<file path="config.mk">
export PLATFORM = sky130hd
export DESIGN_NAME = card_activation_ctrl
export DESIGN_NICKNAME = d
export VERILOG_FILES = /design/src/rtl/card_act_pkg.sv /design/src/rtl/card_line_tracker.sv /design/src/rtl/card_guard_timer.sv /design/src/rtl/card_atr_store.sv /design/src/rtl/card_sess_params.sv /design/src/rtl/card_activation_ctrl.sv
export SDC_FILE = /design/constraint.sdc
export NUM_CORES = 1
export LEC_CHECK = 0
export ABC_AREA = 1
export ABC_CLOCK_PERIOD_IN_PS = 3200
export BUFFER_PORTS_ARGS = -buffer_cell sky130_fd_sc_hd__buf_2
export CAP_MARGIN = 40
export CORE_AREA = 2 2 181 183
export DETAILED_ROUTE_END_ITERATION = 10
export DIE_AREA = 0 0 183 185
export GPL_ROUTABILITY_DRIVEN = 0
export PLACE_DENSITY = 0.73
export SLEW_MARGIN = 20
export SYNTH_ARGS = -nofsm -noshare
export SYNTH_HDL_FRONTEND = slang
export SYNTH_SLANG_ARGS = --single-unit
</file>
<file path="constraint.sdc">
create_clock -name clk -period 3.2 [get_ports clk]
set_input_delay 0.48 -clock clk [delete_from_list [all_inputs] [get_ports clk]]
set_output_delay 0.48 -clock clk [all_outputs]
set_load 0.02 [all_outputs]
</file>
<file path="src/rtl/card_act_pkg.sv">
package card_act_pkg;

    typedef enum logic [2:0] {
        PH_NOPWR = 3'd0,
        PH_NOCLK = 3'd1,
        PH_INRST = 3'd2,
        PH_GUARD = 3'd3,
        PH_ATR   = 3'd4,
        PH_PPS   = 3'd5,
        PH_IDLE  = 3'd6,
        PH_CMD   = 3'd7
    } phase_t;

    localparam logic [3:0] FI_INIT    = 4'd1;
    localparam logic [3:0] DI_INIT    = 4'd1;
    localparam logic [7:0] WI_INIT    = 8'd10;
    localparam int         WT_PER_WI  = 960;
    localparam int         DFLT_LEN   = 4;
    localparam logic [7:0] PPS_START  = 8'hFF;

    // power-up answer-to-reset content
    function automatic logic [7:0] dflt_atr(input int idx);
        case (idx)
            0:       dflt_atr = 8'h3B;
            1:       dflt_atr = 8'h02;
            2:       dflt_atr = 8'h14;
            3:       dflt_atr = 8'h50;
            default: dflt_atr = 8'h00;
        endcase
    endfunction

endpackage

</file>
<file path="src/rtl/card_line_tracker.sv">
module card_line_tracker (
    input  logic clk,
    input  logic rst_n,
    input  logic sup_lvl,
    input  logic cclk_lvl,
    input  logic rst_lvl,
    output logic sup_rise,
    output logic cclk_rise,
    output logic rst_release
);
    logic sup_q, cclk_q, rst_q;

    always_ff @(posedge clk or negedge rst_n) begin
        if (!rst_n) begin
            sup_q  <= 1'b0;
            cclk_q <= 1'b0;
            rst_q  <= 1'b1;
        end else begin
            sup_q  <= sup_lvl;
            cclk_q <= cclk_lvl;
            rst_q  <= rst_lvl;
        end
    end

    assign sup_rise    = sup_lvl  & ~sup_q;
    assign cclk_rise   = cclk_lvl & ~cclk_q;
    assign rst_release = rst_q    & ~rst_lvl;

endmodule

</file>
<file path="src/rtl/card_guard_timer.sv">
module card_guard_timer #(
    parameter  int GUARD_CLKS = 400,
    localparam int CW = $clog2(GUARD_CLKS + 1)
) (
    input  logic clk,
    input  logic rst_n,
    input  logic start,
    input  logic tick,
    output logic done
);
    logic [CW-1:0] cnt;
    localparam logic [CW-1:0] LAST = CW'(GUARD_CLKS - 1);

    always_ff @(posedge clk or negedge rst_n) begin
        if (!rst_n) begin
            cnt <= '0;
        end else if (start) begin
            cnt <= '0;
        end else if (tick && cnt != LAST) begin
            cnt <= cnt + 1'b1;
        end
    end

    assign done = tick && !start && (cnt == LAST);


    guard_clear_chk: assert property (@(posedge clk) disable iff (!rst_n)
        start |=> !done);

endmodule

</file>
<file path="src/rtl/card_atr_store.sv">
module card_atr_store
    import card_act_pkg::*;
#(
    parameter  int ATR_MAX = 33,
    localparam int AW = $clog2(ATR_MAX),
    localparam int LW = $clog2(ATR_MAX + 1)
) (
    input  logic          clk,
    input  logic          rst_n,
    input  logic          wr,
    input  logic [AW-1:0] waddr,
    input  logic [7:0]    wdata,
    input  logic          commit,
    input  logic [LW-1:0] clen,
    input  logic          restart,
    input  logic          advance,
    output logic [7:0]    rd_byte,
    output logic          last,
    output logic          err
);
    logic [7:0]    mem [ATR_MAX];
    logic [LW-1:0] len;
    logic [LW-1:0] play_len;
    logic [AW-1:0] idx;
    logic          bad_len;

    localparam logic [LW-1:0] MAX_LEN = LW'(ATR_MAX);

    assign bad_len = (clen == '0) || (clen > MAX_LEN);

    always_ff @(posedge clk or negedge rst_n) begin
        if (!rst_n) begin
            for (int i = 0; i < ATR_MAX; i++) begin
                mem[i] <= dflt_atr(i);
            end
        end else if (wr && (int'(waddr) < ATR_MAX)) begin
            mem[waddr] <= wdata;
        end
    end

    always_ff @(posedge clk or negedge rst_n) begin
        if (!rst_n) begin
            len <= LW'(DFLT_LEN);
            err <= 1'b0;
        end else begin
            err <= commit && bad_len;
            if (commit && !bad_len) begin
                len <= clen;
            end
        end
    end

    always_ff @(posedge clk or negedge rst_n) begin
        if (!rst_n) begin
            play_len <= LW'(DFLT_LEN);
            idx      <= '0;
        end else if (restart) begin
            play_len <= len;
            idx      <= '0;
        end else if (advance && !last) begin
            idx <= idx + 1'b1;
        end
    end

    assign rd_byte = mem[idx];
    assign last    = (LW'(idx) == play_len - 1'b1);


    reject_keeps_len_chk: assert property (@(posedge clk) disable iff (!rst_n)
        (commit && bad_len) |=> (len == $past(len)) && err);


    idx_bound_chk: assert property (@(posedge clk) disable iff (!rst_n)
        LW'(idx) < play_len);

endmodule

</file>
<file path="src/rtl/card_sess_params.sv">
module card_sess_params
    import card_act_pkg::*;
#(
    parameter int WT_W = 18
) (
    input  logic            clk,
    input  logic            rst_n,
    input  logic            reinit,
    input  logic            wr_en,
    input  logic [3:0]      fi_in,
    input  logic [3:0]      di_in,
    input  logic [7:0]      wi_in,
    output logic [3:0]      fi,
    output logic [3:0]      di,
    output logic [7:0]      wi,
    output logic [WT_W-1:0] wtime
);
    localparam logic [WT_W-1:0] WT_INIT = WT_W'(int'(WI_INIT) * WT_PER_WI);

    always_ff @(posedge clk or negedge rst_n) begin
        if (!rst_n) begin
            fi    <= FI_INIT;
            di    <= DI_INIT;
            wi    <= WI_INIT;
            wtime <= WT_INIT;
        end else if (reinit) begin
            fi    <= FI_INIT;
            di    <= DI_INIT;
            wi    <= WI_INIT;
            wtime <= WT_INIT;
        end else if (wr_en) begin
            fi    <= fi_in;
            di    <= di_in;
            wi    <= wi_in;
            wtime <= WT_W'(wi_in) * WT_W'(WT_PER_WI);
        end
    end

endmodule

</file>
<file path="src/rtl/card_activation_ctrl.sv">
module card_activation_ctrl
    import card_act_pkg::*;
#(
    parameter  int ATR_MAX    = 33,
    parameter  int GUARD_CLKS = 400,
    parameter  int WT_W       = 18,
    localparam int AW = $clog2(ATR_MAX),
    localparam int LW = $clog2(ATR_MAX + 1)
) (
    input  logic            clk,
    input  logic            rst_n,
    input  logic            sup_on,
    input  logic            cclk_on,
    input  logic            rst_line,
    input  logic            cclk_en,
    output logic            tx_valid,
    output logic [7:0]      tx_data,
    input  logic            tx_ready,
    output logic            tx_en,
    output logic            rx_en,
    input  logic            rx_valid,
    input  logic [7:0]      rx_data,
    output logic            rx_fwd_valid,
    output logic [7:0]      rx_fwd_data,
    input  logic            phase_done,
    input  logic            par_wr,
    input  logic [3:0]      par_fi,
    input  logic [3:0]      par_di,
    input  logic [7:0]      par_wi,
    output logic [3:0]      fi,
    output logic [3:0]      di,
    output logic [7:0]      wi,
    output logic [WT_W-1:0] wtime,
    input  logic            ld_wr,
    input  logic [AW-1:0]   ld_addr,
    input  logic [7:0]      ld_data,
    input  logic            ld_commit,
    input  logic [LW-1:0]   ld_len,
    output logic            ld_err,
    output logic [2:0]      phase
);
    phase_t st, st_nxt;
    logic   sup_rise, cclk_rise, rst_rel;
    logic   start_atr, guard_done, atr_last, atr_adv;

    card_line_tracker u_lines (
        .clk         (clk),
        .rst_n       (rst_n),
        .sup_lvl     (sup_on),
        .cclk_lvl    (cclk_on),
        .rst_lvl     (rst_line),
        .sup_rise    (sup_rise),
        .cclk_rise   (cclk_rise),
        .rst_release (rst_rel)
    );

    assign start_atr = sup_on && cclk_on && rst_rel;

    card_guard_timer #(.GUARD_CLKS(GUARD_CLKS)) u_guard (
        .clk   (clk),
        .rst_n (rst_n),
        .start (start_atr),
        .tick  (cclk_en && st == PH_GUARD),
        .done  (guard_done)
    );

    card_atr_store #(.ATR_MAX(ATR_MAX)) u_atr (
        .clk     (clk),
        .rst_n   (rst_n),
        .wr      (ld_wr),
        .waddr   (ld_addr),
        .wdata   (ld_data),
        .commit  (ld_commit),
        .clen    (ld_len),
        .restart (start_atr),
        .advance (atr_adv),
        .rd_byte (tx_data),
        .last    (atr_last),
        .err     (ld_err)
    );

    card_sess_params #(.WT_W(WT_W)) u_par (
        .clk    (clk),
        .rst_n  (rst_n),
        .reinit (start_atr),
        .wr_en  (par_wr && st == PH_PPS && !start_atr),
        .fi_in  (par_fi),
        .di_in  (par_di),
        .wi_in  (par_wi),
        .fi     (fi),
        .di     (di),
        .wi     (wi),
        .wtime  (wtime)
    );

    // state register
    always_ff @(posedge clk or negedge rst_n) begin
        if (!rst_n) st <= PH_NOPWR;
        else        st <= st_nxt;
    end

    // next-state logic
    always_comb begin
        st_nxt = st;
        if (!sup_on) begin
            st_nxt = PH_NOPWR;
        end else if (start_atr) begin
            st_nxt = PH_GUARD;
        end else if (sup_rise) begin
            st_nxt = PH_NOCLK;
        end else begin
            unique case (st)
                PH_NOCLK: if (cclk_rise)  st_nxt = PH_INRST;
                PH_GUARD: if (guard_done) st_nxt = PH_ATR;
                PH_ATR:   if (tx_ready && atr_last) st_nxt = PH_IDLE;
                PH_IDLE:  if (rx_valid)
                              st_nxt = (rx_data == PPS_START) ? PH_PPS : PH_CMD;
                PH_PPS,
                PH_CMD:   if (phase_done) st_nxt = PH_IDLE;
                default:  st_nxt = st;
            endcase
        end
    end

    // outputs
    always_comb begin
        tx_valid     = 1'b0;
        tx_en        = 1'b0;
        rx_en        = 1'b0;
        rx_fwd_valid = 1'b0;
        unique case (st)
            PH_GUARD: tx_en = 1'b1;
            PH_ATR: begin
                tx_en    = 1'b1;
                tx_valid = 1'b1;
            end
            PH_PPS, PH_IDLE, PH_CMD: begin
                rx_en        = 1'b1;
                rx_fwd_valid = rx_valid;
            end
            default: ;
        endcase
    end

    assign rx_fwd_data = rx_data;
    assign atr_adv     = tx_valid && tx_ready;
    assign phase       = st;


    supply_loss_chk: assert property (@(posedge clk) disable iff (!rst_n)
        !sup_on |=> (phase == 3'd0) && !tx_valid);


    tx_rx_excl_chk: assert property (@(posedge clk) disable iff (!rst_n)
        tx_valid |-> (tx_en && !rx_en));


    atr_done_chk: assert property (@(posedge clk) disable iff (!rst_n)
        (tx_valid && tx_ready && atr_last && sup_on && !start_atr)
        |=> (phase == 3'd6) && rx_en && !tx_en);


    guard_rx_drop_chk: assert property (@(posedge clk) disable iff (!rst_n)
        (rx_valid && st == PH_GUARD && sup_on && !start_atr && !guard_done)
        |=> st == PH_GUARD);


    reinit_chk: assert property (@(posedge clk) disable iff (!rst_n)
        start_atr |=> (fi == 4'd1) && (di == 4'd1) && (wi == 8'd10)
                      && (wtime == WT_W'(9600)));


    par_ignore_chk: assert property (@(posedge clk) disable iff (!rst_n)
        (par_wr && st != PH_PPS && !start_atr) |=> $stable(fi) && $stable(wi));


    clk_only_noclk_chk: assert property (@(posedge clk) disable iff (!rst_n)
        (cclk_rise && st == PH_INRST && sup_on && !start_atr) |=> st == PH_INRST);

endmodule

</file>
==> qor.yml <==
outcome: "complete, no violations"
cp_top_family: "simple AND/OR/NAND/NOR gates"
cts_tree: "built"
area_growth_pct: 13.31
post_drt_via_cell_ratio: 5.573
hold_path.class: "in2reg"
num_vias: 13415
antenna_found_initial: 0
synth_top_family_by_area: "compound AO/OA/AOI/OAI gates"
critPathMaxStageDelay_ns: 0.51
period_share: 0.9830
first_iter_violations: 1259
h-tree-depth: 2
tightest_slew_ns: 0.7759
route.detailed.drc: 0
total_power_uw: 13670
core_mm2: 0.03204
cts_made_buffers: 35
critPathCaptureType: "output port"
crit_buf_inv: 3
fin_nets: 2060
p_clk_frac: 0.306
synth_compound_area_frac: 0.1933
synthMuxAreaShare: 0.004270
clkTransAtPathRegs_ns: 0.06
portBuffers: 107
dr.pass1.iters: 5
syn_inst: 1916
switching_share: 0.3586
clock_latency_ns: 0.52
fin_cells: 2407
syn_area_mm2: 0.01582
p_leak_uw: 0.008505
critPathKind: "reg2out"
combinationalPowerShare: 0.314
drv_cap: 0
synth_cell_types: 40
cts-root-buf: "clkbuf_16"
track_usage: 0.2522
synth-xor-area-share: 0.005536
final.min_clock_period_ns: 3.145
clockBufferDepth: 3
irDropWorstVdd_v: 0.0005846
rsz0062_at_grt: "no"
rows: 66
synth-edff-count: 0
yosysTopAreaCellShare: 0.4808
die_width_um: 183
grt_remaining_overflow: 0
ys_seq_area_frac: 0.5157
fp.dieH_um: 185
finClkSkew_ns: 0.008658
worst_slack_ns: 0.05452
io_pins: 114
synth_fa_ha_area_frac: 0.03068
dp_hpwl_um: 28260
arrival_ns: 2.67
cp.required_ns: 2.72
yosys.area_share.simple: 0.1758
yosys_register_bits: 325
wl_per_cell_um: 17.54
fmax_ghz: 0.3179
async_flop_share: 1.000
post-place-ws_ns: 0.06620
layout-drive-gt1-share: 0.1201
initial_core_util: 0.4938
power_frac_seq: 0.381
dieArea_mm2: 0.03386
final.setup.tns_ns: 0
path_max_fanout: 51
setup_violations: 0
finalWirelength_um: 42210
yosysWarnings: 0
cts_sinks: 325
start_kind: "flop"
synthFlopType: "dfrtp_1"
grt_pass1_vias: 12644
diodes: 0
synth_area_leader_cell: "dfrtp_1"
crit_slowest_cell: "dfrtp_4"
cpMostUsedCell: "nand2_1"
grt_first_pass_wirelength_um: 67920
internal_power_uw: 8768
ys_top_cells_by_area: "dfrtp_1 48%, o21ai_0 11%, nand2_1 8.8%"
switchingPower_uw: 4902
power_density_mw_per_mm2: 762.5
slew_headroom: 0.4822
report.final.hold_viol_count: 0
drtAntennaViolNets: 0
cp_cell_sequence: "inv_2 -> buf_12 -> nor2_1 -> o21ai_0 -> nand2_1 -> nand4_1 -> nand3_1 -> nand2_1 -> buf_2"
grt_max_degree: 76
syn_avg_cell_area_um2: 8.258
dpl.cell_count: 2343
drv_slew: 0
[state kept, by name, indices dropped and copies added, names as in the netlist, 3 cells and up]
| name | count |
|---|---|
| u_par.fi | 4 |
| u_guard.cnt | 9 |
| u_par.di | 4 |
| u_atr.play_len | 6 |
| u_atr.mem | 264 |
| u_atr.len | 6 |
| u_atr.idx | 6 |
| u_par.wi | 8 |
| phase | 3 |
| u_par.wtime | 11 |
[area by class of cell]
cell class | count | area, um^2
timing repair buffer | 143 | 977.2
multi-input combinational | 1309 | 6502
sequential | 325 | 8164
fill | 2845 | 14110
inverter | 159 | 596.8
clock buffer | 56 | 1026
tap | 408 | 510.5
clock inverter | 7 | 150.1
[logic make-up after synthesis]
kind of cell             Yosys count
AND/OR/NAND/NOR                  665
AO/OA/AOI/OAI                    591
adder cells (fa/ha/maj)           31
XOR/XNOR                          10
buffers and inverters            287
other                              1
flip-flops                       325
multiplexers                       6
[path summary, 6_finish.rpt]
kind                          startpoint           endpoint  slack (ns)  cells after the start
max reg2reg                u_lines.rst_q    u_par.wtime[14]        0.81                      8
max in group asynchronous          rst_n       u_atr.len[2]        1.74                      3
min                             rst_line      u_lines.rst_q        0.07                      1
max                         u_atr.idx[0]         tx_data[5]        0.05                      9
min in group asynchronous          rst_n      u_atr.mem[58]        0.53                      2
min reg2reg                 u_atr.len[5]  u_atr.play_len[5]        0.48                      2
[cells in the mapped netlist, types with 2 or more instances]
cell and instances:
nor4_1 6, buf_2 12, nand2_1 373, o22a_1 4
nand3_1 40, xnor2_1 2, o22ai_1 18, ha_1 18
nand3b_1 3, nand4_1 20, dfrtp_1 304, xor2_1 8
a21o_1 2, clkbuf_1 87, inv_2 2, nand2_4 2
mux2_2 6, buf_4 23, o21ai_0 359, nor3_1 17
dfstp_2 21, clkinv_1 4, buf_1 6, nor2_1 187
inv_1 153, a21oi_1 193, a22o_1 8, nor2_4 14
fa_1 13
[placed cells by master, fill, tap and decap left out, types with 18 or more instances in the layout]
| cell type | n |
|---|---|
| a21oi_1 | 193 |
| buf_2 | 106 |
| buf_4 | 23 |
| clkbuf_16 | 36 |
| dfrtp_1 | 302 |
| dfstp_2 | 21 |
| ha_1 | 18 |
| inv_1 | 153 |
| nand2_1 | 373 |
| nand3_1 | 40 |
| nand4_1 | 20 |
| nor2_1 | 187 |
| o21ai_0 | 357 |
| o22ai_1 | 18 |
[worst reg2reg max path, stage by stage, from the launching register on]
cell,delay [ns]
dfstp_2,0.51
inv_1,0.03
nor2_1,0.07
nand3_1,0.09
nand2_1,0.34
nand2_1,0.43
inv_1,0.52
o21ai_0,0.16
o21ai_0,0.17
[per-stage QoR]
| stage | hold slack, ns | instance area [um^2] | utilization |
|---|---|---|---|
| global placement | 0.4608 | 16640 | 0.5193 |
| finish | 0.06979 | 17930 | 0.5595 |
| detailed placement | 0.4658 | 16740 | 0.5224 |
| floorplan | 0.1844 | 15840 | - |
| global route | 0.05676 | 17930 | 0.5595 |
| CTS | 0.05480 | 17920 | 0.5594 |
[power by group through the flow]
stage / Sequential (uW) / Combinational (uW) / Clock, uW
2_1_floorplan: 5260 / 2700 / 0
5_1_grt: 5290 / 4750 / 4400
3_3_place_gp: 5240 / 4110 / 0
6_report: 5210 / 4290 / 4180
3_5_place_dp: 5250 / 4210 / 0
4_1_cts: 5190 / 4240 / 4230
[layer usage]
metal | vias to the layer above | part of all wire | global-route usage
met1 | 6384 | 0.44 | 0.3620
met2 | 544 | 0.46 | 0.3971
met5 | - | 0 | 0
met3 | 71 | 0.082 | 0.03873
met4 | 0 | 0.022 | 0.07776
li1 | 6416 | - | -
[repair_timing]
item | 4_1_cts | 5_1_grt
endpoints found under the setup margin | 0 | 1
gates resized for setup | 0 | 3
setup buffers | 0 | 0
hold buffers | 1 | 0
endpoints found under the hold margin | 64 | 0
Note: power is estimated with default switching activity, not from simulation.
